<file path="src/rtl/clkdiv_pkg.sv">
package clkdiv_pkg;
  localparam int OUTS_PER_BANK = 4;
  localparam int NUM_DIVS      = 4;
  localparam int CODE_W        = 3;
  localparam int HALF_W        = 4;

  typedef enum logic [1:0] {
    DIV_A  = 2'd0,
    DIV_B  = 2'd1,
    DIV_C  = 2'd2,
    DIV_FB = 2'd3
  } div_kind_e;

  // Half period, in counting ticks, for each divider and code.
  function automatic logic [HALF_W-1:0] half_count(div_kind_e kind, logic [CODE_W-1:0] code);
    logic [HALF_W-1:0] h;
    case (kind)
      DIV_A: case (code[1:0])
        2'd0: h = HALF_W'(2);
        2'd1: h = HALF_W'(3);
        2'd2: h = HALF_W'(4);
        default: h = HALF_W'(6);
      endcase
      DIV_B: case (code[1:0])
        2'd0: h = HALF_W'(2);
        2'd1: h = HALF_W'(3);
        2'd2: h = HALF_W'(4);
        default: h = HALF_W'(5);
      endcase
      DIV_C: h = HALF_W'(code[1:0]) + HALF_W'(1);
      default: case (code)
        3'd0: h = HALF_W'(2);
        3'd1: h = HALF_W'(3);
        3'd2: h = HALF_W'(4);
        3'd3: h = HALF_W'(5);
        3'd4: h = HALF_W'(4);
        3'd5: h = HALF_W'(6);
        3'd6: h = HALF_W'(8);
        default: h = HALF_W'(10);
      endcase
    endcase
    return h;
  endfunction
endpackage

</file>
<file path="src/rtl/clkdiv_prescale.sv">
module clkdiv_prescale (
  input  logic clk,
  input  logic rst_n,
  input  logic tick_in,
  input  logic range_hi,
  output logic base_tick
);
  logic odd_q;

  always_ff @(posedge clk or negedge rst_n) begin
    if (!rst_n)       odd_q <= 1'b0;
    else if (tick_in) odd_q <= ~odd_q;
  end

  // Full range passes every tick; halved range passes every second one.
  assign base_tick = tick_in & (range_hi | odd_q);
endmodule

</file>
<file path="src/rtl/clkdiv_counter.sv">
module clkdiv_counter
  import clkdiv_pkg::*;
#(
  parameter div_kind_e KIND = DIV_A
) (
  input  logic              clk,
  input  logic              rst_n,
  input  logic              base_tick,
  input  logic [CODE_W-1:0] code,
  output logic              phase,
  output logic              rise_now
);
  logic [HALF_W-1:0] cnt_q;
  logic [HALF_W-1:0] reload;

  assign reload = half_count(KIND, code) - HALF_W'(1);

  // Toggle on the first counting tick, then every half period.
  always_ff @(posedge clk or negedge rst_n) begin
    if (!rst_n) begin
      cnt_q <= '0;
      phase <= 1'b0;
    end else if (base_tick) begin
      if (cnt_q == '0) begin
        phase <= ~phase;
        cnt_q <= reload;
      end else begin
        cnt_q <= cnt_q - HALF_W'(1);
      end
    end
  end

  assign rise_now = base_tick & (cnt_q == '0) & ~phase;
endmodule

</file>
<file path="src/rtl/clkdiv_stop_gate.sv">
module clkdiv_stop_gate #(
  parameter int N = 12
) (
  input  logic         clk,
  input  logic         rst_n,
  input  logic [N-1:0] clk_in,
  input  logic [N-1:0] stop,
  output logic [N-1:0] q_out
);
  logic [N-1:0] run_q;

  // A run bit only reloads while its clock is low.
  always_ff @(posedge clk or negedge rst_n) begin
    if (!rst_n) begin
      run_q <= '0;
    end else begin
      for (int i = 0; i < N; i++) begin
        if (!clk_in[i]) run_q[i] <= ~stop[i];
      end
    end
  end

  assign q_out = clk_in & run_q;
endmodule

</file>
<file path="src/rtl/clkdiv_banks.sv">
module clkdiv_banks
  import clkdiv_pkg::*;
#(
  parameter int OUTS = OUTS_PER_BANK
) (
  input  logic              clk,
  input  logic              rst_n,
  input  logic              src_tick,
  input  logic              ref_tick,
  input  logic              use_src,
  input  logic              range_hi,
  input  logic [1:0]        sel_a,
  input  logic [1:0]        sel_b,
  input  logic [1:0]        sel_c,
  input  logic [2:0]        sel_fb,
  input  logic              inv_c,
  input  logic [3*OUTS-1:0] stop_mask,
  output logic [OUTS-1:0]   q_a,
  output logic [OUTS-1:0]   q_b,
  output logic [OUTS-1:0]   q_c,
  output logic              q_fb,
  output logic              q_sync
);
  localparam int NOUT      = 3 * OUTS;
  localparam int HALF_OUTS = OUTS / 2;

  logic                             sel_tick;
  logic                             base_tick;
  logic [NUM_DIVS-1:0][CODE_W-1:0]  codes;
  logic [NUM_DIVS-1:0]              phase_v;
  logic [NUM_DIVS-1:0]              rise_v;
  logic [OUTS-1:0]                  c_vec;
  logic [NOUT-1:0]                  pre_gate;
  logic [NOUT-1:0]                  gated;

  assign sel_tick = use_src ? src_tick : ref_tick;

  clkdiv_prescale u_pre (
    .clk       (clk),
    .rst_n     (rst_n),
    .tick_in   (sel_tick),
    .range_hi  (range_hi),
    .base_tick (base_tick)
  );

  assign codes[int'(DIV_A)]  = {1'b0, sel_a};
  assign codes[int'(DIV_B)]  = {1'b0, sel_b};
  assign codes[int'(DIV_C)]  = {1'b0, sel_c};
  assign codes[int'(DIV_FB)] = sel_fb;

  for (genvar g = 0; g < NUM_DIVS; g++) begin : g_div
    clkdiv_counter #(.KIND(div_kind_e'(g))) u_div (
      .clk       (clk),
      .rst_n     (rst_n),
      .base_tick (base_tick),
      .code      (codes[g]),
      .phase     (phase_v[g]),
      .rise_now  (rise_v[g])
    );
  end

  for (genvar j = 0; j < OUTS; j++) begin : g_cvec
    if (j >= OUTS - HALF_OUTS) begin : g_inv
      assign c_vec[j] = phase_v[int'(DIV_C)] ^ inv_c;
    end else begin : g_true
      assign c_vec[j] = phase_v[int'(DIV_C)];
    end
  end

  assign pre_gate = {c_vec, {OUTS{phase_v[int'(DIV_B)]}}, {OUTS{phase_v[int'(DIV_A)]}}};

  clkdiv_stop_gate #(.N(NOUT)) u_gate (
    .clk    (clk),
    .rst_n  (rst_n),
    .clk_in (pre_gate),
    .stop   (stop_mask),
    .q_out  (gated)
  );

  assign q_a  = gated[OUTS-1:0];
  assign q_b  = gated[2*OUTS-1:OUTS];
  assign q_c  = gated[3*OUTS-1:2*OUTS];
  assign q_fb = phase_v[int'(DIV_FB)];

  // Sync marker is re-decided at every bank A rising edge.
  always_ff @(posedge clk or negedge rst_n) begin
    if (!rst_n)                     q_sync <= 1'b0;
    else if (rise_v[int'(DIV_A)])   q_sync <= rise_v[int'(DIV_C)];
  end
endmodule

</file>
<file path="config.mk">
export PLATFORM = sky130hd
export DESIGN_NAME = clkdiv_banks
export DESIGN_NICKNAME = d
export VERILOG_FILES = /design/src/rtl/clkdiv_pkg.sv /design/src/rtl/clkdiv_prescale.sv /design/src/rtl/clkdiv_counter.sv /design/src/rtl/clkdiv_stop_gate.sv /design/src/rtl/clkdiv_banks.sv
export SDC_FILE = /design/constraint.sdc
export NUM_CORES = 1
export LEC_CHECK = 0
export ABC_AREA = 0
export BUFFER_PORTS_ARGS = -buffer_cell sky130_fd_sc_hd__clkbuf_2
export CAP_MARGIN = 20
export CELL_PAD_IN_SITES_DETAIL_PLACEMENT = 1
export CELL_PAD_IN_SITES_GLOBAL_PLACEMENT = 2
export CORE_ASPECT_RATIO = 1.25
export CORE_UTILIZATION = 32
export DETAILED_ROUTE_END_ITERATION = 8
export PLACE_DENSITY = 0.76
export SKIP_CTS_REPAIR_TIMING = 1
export SLEW_MARGIN = 20
export SYNTH_ARGS = -nofsm -noshare
export SYNTH_HDL_FRONTEND = slang
export SYNTH_SLANG_ARGS = --single-unit
</file>
<file path="constraint.sdc">
create_clock -name clk -period 2.5 [get_ports clk]
set_input_delay 0.375 -clock clk [delete_from_list [all_inputs] [get_ports clk]]
set_output_delay 0.375 -clock clk [all_outputs]
set_load 0.05 [all_outputs]
</file>
== Word-level counts from Yosys, hierarchy flattened ==
Index checks and enable logic that the tools add are counted.

* Output and inout bits: 14
* Logic and storage cells: 78
* Bits in registers: 34

* Equal/unequal tests: 10
* Reduce and logical (&&, ||, !) cells: 12
* Add/sub/neg operators: 9
* Bitwise logic cells: 25
* Mux-type cells: 8

{| class="wikitable"
|+ Operators by type and width
! kind !! count
|-
| $pmux 4 s6 || 1
|-
| $sub 4x1->4 const B || 6
|-
| $pmux 3 s3 || 2
|-
| $not 1->1 || 17
|-
| $logic_not 4->1 || 4
|-
| $mux 4 || 4
|-
| $and 12x12->12 || 1
|-
| $eq 3x3->1 const B || 3
|-
| $reduce_and 2->1 || 4
|-
| $sub 3x1->4 const B || 2
|-
| $eq 3x2->1 const B || 2
|-
| $and 1x1->1 || 5
|-
| $eq 2x1->1 const B || 2
|-
| $eq 2x2->1 const B || 2
|-
| $logic_not 2->1 || 2
|-
| $add 2x1->3 const B || 1
|-
| $eq 3x1->1 const B || 1
|-
| $logic_not 3->1 || 1
|-
| $reduce_or 2->1 || 1
|-
| $mux 1 || 1
|-
| $or 1x1->1 || 1
|-
| $xor 1x1->1 || 1
|}

== Longest topological paths before layout ==
* Depth in word-level cells: 5
* Depth in mapped cells: 8

== Cells and area by module ==
Synthesis repeated with hierarchy kept, for this count alone.

* Cell total of the unflattened synthesis: 166
* Area, all modules: 1794.2 sq um

{| class="wikitable"
|+ Modules (own cells, without submodules)
! module !! area an instance (sq um) !! cells an instance !! times used
|-
| clkdiv_stop_gate || 533.0 || 46 || 1
|-
| clkdiv_counter (g_div[3].u_div) || 341.6 || 34 || 1
|-
| clkdiv_counter (g_div[0].u_div) || 280.3 || 29 || 1
|-
| clkdiv_counter (g_div[1].u_div) || 265.3 || 23 || 1
|-
| clkdiv_counter (g_div[2].u_div) || 265.3 || 26 || 1
|-
| clkdiv_banks || 67.6 || 5 || 1
|-
| clkdiv_prescale || 41.3 || 3 || 1
|}

== Least setup slack after synthesis ==
No wires, ideal clock.

* Kind: flip-flop to flip-flop
* From: register g_div[2].u_div.cnt_q[1]
* To: register g_div[2].u_div.cnt_q[2]
* Arrival: 1.628 ns
* Path slack: 0.752 ns
* Period minus slack after synthesis: 1.748 ns
* Data required time: 2.380 ns
* Stages on the path, launching flop included: 8
* Buffers on the path: 0
* Cell sequence: dfrtp_1 or4_4 nor2_2 nor2_1 ha_1 nor2_1 nor2_1 o211a_1

* Cells in the longest elaborated chain, start to end: 2

{| class="wikitable"
|+ RTL lines
! what !! RTL line !! RTL
|-
| start, declared || clkdiv_counter.sv:13 || <nowiki>logic [HALF_W-1:0] cnt_q;</nowiki>
|-
| start signal, assigned || clkdiv_counter.sv:26 || <nowiki>cnt_q <= reload;</nowiki>
|-
| start signal, assigned || clkdiv_counter.sv:28 || <nowiki>cnt_q <= cnt_q - HALF_W'(1);</nowiki>
|-
| $sub 4x1->4 / $logic_not 4->1 (equally long branches) || clkdiv_counter.sv:28, clkdiv_counter.sv:24 ||
|-
| $mux 4 (*) || clkdiv_counter.sv:24 || <nowiki>if (cnt_q == '0) begin</nowiki>
|}

Every way passes the cells marked *; elsewhere a longest branch is shown, timed or not.
A chain may end at the register's enable or synchronous reset.

== Worst setup path in the final report ==
Same ends and word-level chain as after synthesis.

==> results.md <==
* Crit Reg-Reg Startpoint: g_div[2].u_div.cnt_q[1]$_DFFE_PN0P_
* Synth Area per Inst at between 10 and 15 um^2
* Setup TNS Final at 0 ps
* Share of layout cells above drive strength 1 at 27.4%
* Final Cycle Share at a little under 80%
* Row count at 29
* Net Count, Synth at 203
* Global route total overflow at 0
* Net switching power at 1.25 mW
* Crit path required time at between 2000 and 3000 ps
* Commonest non-fill, non-tap cell in the layout: clkbuf_2
* Cell count after synthesis at ~170
* First-pass GRT wire length at approximately 6700 um
* Clk sinks at 34
* Worst endpoint data arrival time at ~2100 ps
* Clock buffer depth at 2
* Seq pwr share at between 30% and 40%
* P_int at between 1 and 1.5 mW
* Yosys cell types at 38
* PD cells at about 1300 nW/um^2
* FF-to-FF path depth at 7
* Post-synthesis sequential area ratio at between 40 and 50%
* Die area at 5710 um^2
* Worst Tran Pin Value at between 800 and 900 ps
* Nets@finish at 247
* Final Max Tran Viols at 0
* Post-Place Cells at ~270
* Crit. Startpoint: g_div[2].u_div.cnt_q[1]$_DFFE_PN0P_
* Top cell type's share of synthesized area at just under 50%
* Iteration-0 DRC count of the detailed router at 35
* CP Class: reg2reg
* Final Hold Fails at 0
* Most frequent cells in the layout: clkbuf_2 (41), dfrtp_1 (34), nor2_1 (16)
* Final critical-path required period at roughly 1900 ps
* Top post-synthesis cells by area: dfrtp_1 (49%), ha_1 (5.1%), and2_1 (4.3%)
* Die extent in y at approximately 84 um
* CTS clk-pin slew, worst paths at about 70 ps
* Placed cell area at between 1500 and 2000 um^2
* Fin cells at 274
* HPWL Detailed at between 2000 and 3000 um
* Die width at 67.8 um
* Initial antenna violation count at 0
* Final worst clock skew at approximately 8.1 ps
* Headroom to the max-slew limit at between 40% and 50%
* WL per Instance at between 10 and 15 um
* Setup crit start kind: flip-flop
* Fin area at 2070 um^2
* Leakage at between 1 and 1.5 nW
* Async SR Flop Fraction at between 90% and 100%
* Top_reg_cell synth: dfrtp_1
* Root buffer cell: clkbuf_8
* Synth Warn # at 0
* Clk pwr share at approximately 14%
* Vias in the first global route at roughly 1,500
* R2r endpoint: g_div[2].u_div.cnt_q[2]$_DFFE_PN0P_
* Router iterations before antenna repair at 3
* Largest net degree at the start of global routing at 35
* Finished Core Util at roughly two fifths
* Core area at just over 5000 um^2
* Max Cap Violations at 0
* Synthesis-to-finish area growth at 19.7%
* Setup WS post-layout at around 570 ps
* Worst slack, placed at approximately 570 ps
* Unrepaired setup endpoints after global routing: false
* Type of destination of the critical path: flip-flop
* Top Ports at 42
* Post-synth top area cell: dfrtp_1
* Via count at ~1,400
* Post-route ant nets at 0
* Switching Share at a little under half
* Seq cells post-synth at 34
* Routed Wire Length at approximately 3700 um
* Worst vdd ir at about 0.42 mV
* Number of I/O port buffers at 41
* Final hold slack at roughly 190 ps
* Status: completed
* H-tree Lvls at 2
* Initial Util at between 30% and 40%
* Diode count at 0
* Combinational power share at between 40% and 50%
* Worst-skew pair later-pin latency at ~280 ps
* # setup viols final at 0
* Setup slack, reg-to-reg at around 570 ps
* Routed vias/inst at about 5
* DRC violation count after routing at 0
* EDFF count, synth at 0
* Critical-path maximum fanout at 5
* Overall Global Routing Usage at 15.3%
* Cts bufs inserted at 5
* CTS tree: built
* Synthesized area at approximately 1700 um^2
* Power Total at about 2.7 mW
* Fmax at approximately 0.52 GHz
* Hold Crit Class: in2async
* Gpl congestion at 0.683
==> critical path, cell delays in order, from the launching register on <==
cell     delay [ps]
dfrtp_1         450
or4_4           590
nor2_2          100
nor2_1           60
ha_1            240
nor2_1          110
nor2_1           40
o211a_1         220
==> worst max-delay path by stage <==
stage	endpoint	slack, ps
detailed placement	g_div[0].u_div.cnt_q[2]$_DFFE_PN0P_	570
CTS	q_c[3]	550
finish	g_div[2].u_div.cnt_q[2]$_DFFE_PN0P_	570
global placement	g_div[2].u_div.cnt_q[2]$_DFFE_PN0P_	630
floorplan	g_div[2].u_div.cnt_q[2]$_DFFE_PN0P_	750
global route	g_div[3].u_div.cnt_q[2]$_DFFE_PN0P_	410
==> flip-flops by register name, indices dropped and copies added (netlist names) <==
name,cells
u_pre.odd_q,1
g_div.u_div.phase,4
q_sync,1
u_gate.run_q,12
g_div.u_div.cnt_q,16
==> cells by family (layout without fill, tap and decap cells) <==
| kind of cell | count (synthesis) | after routing | share of synthesized area [%] |
|---|---|---|---|
| AO/OA/AOI/OAI | 35 | 35 | 13.7 |
| adder cells (fa/ha/maj) | 7 | 7 | 5.06 |
| flip-flops | 34 | 34 | 49.1 |
| buffers and inverters | 17 | 61 | 4.41 |
| AND/OR/NAND/NOR | 60 | 60 | 19.0 |
| XOR/XNOR | 6 | 6 | 3.03 |
| multiplexers | 9 | 9 | 5.64 |
==> final cells by class <==
type	count	area, um^2
Fill cell	603	3080
Clock buffer	5	68.8
Inverter	11	41.3
Timing Repair Buffer	43	220
Multi-Input combinational cell	117	805
Tap cell	62	77.6
Clock inverter	2	10.0
Sequential cell	34	851
==> synthesized netlist by cell type, types with 2 or more instances <==
cell type and count:
o21ai_0 3, mux2i_1 6, or4_4 2, a21o_1 2, nor4b_1 4, nand3_1 3, dfrtp_1 34, o21bai_1 7
xor2_1 2, ha_1 7, o21ai_1 7, nand2_1 12, o22a_1 2, nor3_1 3, nor4_1 2, nor2_1 16
inv_1 10, a21oi_1 8, mux2_1 2, xnor2_1 4, buf_2 4, and2_1 12
==> metal layers <==
layer  vias to the layer above  routed length (um)  part of all wire (%)  GRT usage, %
met1                       665                1470                    39          15.8
met2                        32                2030                    54          28.4
met3                         7                 155                   4.2          3.67
met4                         0                  80                   2.1          5.68
li1                        669                   -                     -             -
met5                         -                   0                     0             0
==> power by group through the flow <==
stage                     registers [mW]  logic [mW]  clock network [mW]
final                               1.08        1.27               0.377
after global placement              1.06        1.23                   0
after detailed placement            1.10        1.29                   0
after floorplan                     1.03        1.02                   0
after global routing                1.13        1.42               0.414
after CTS                           1.09        1.30               0.391
Power figures use the tool's default switching activity.
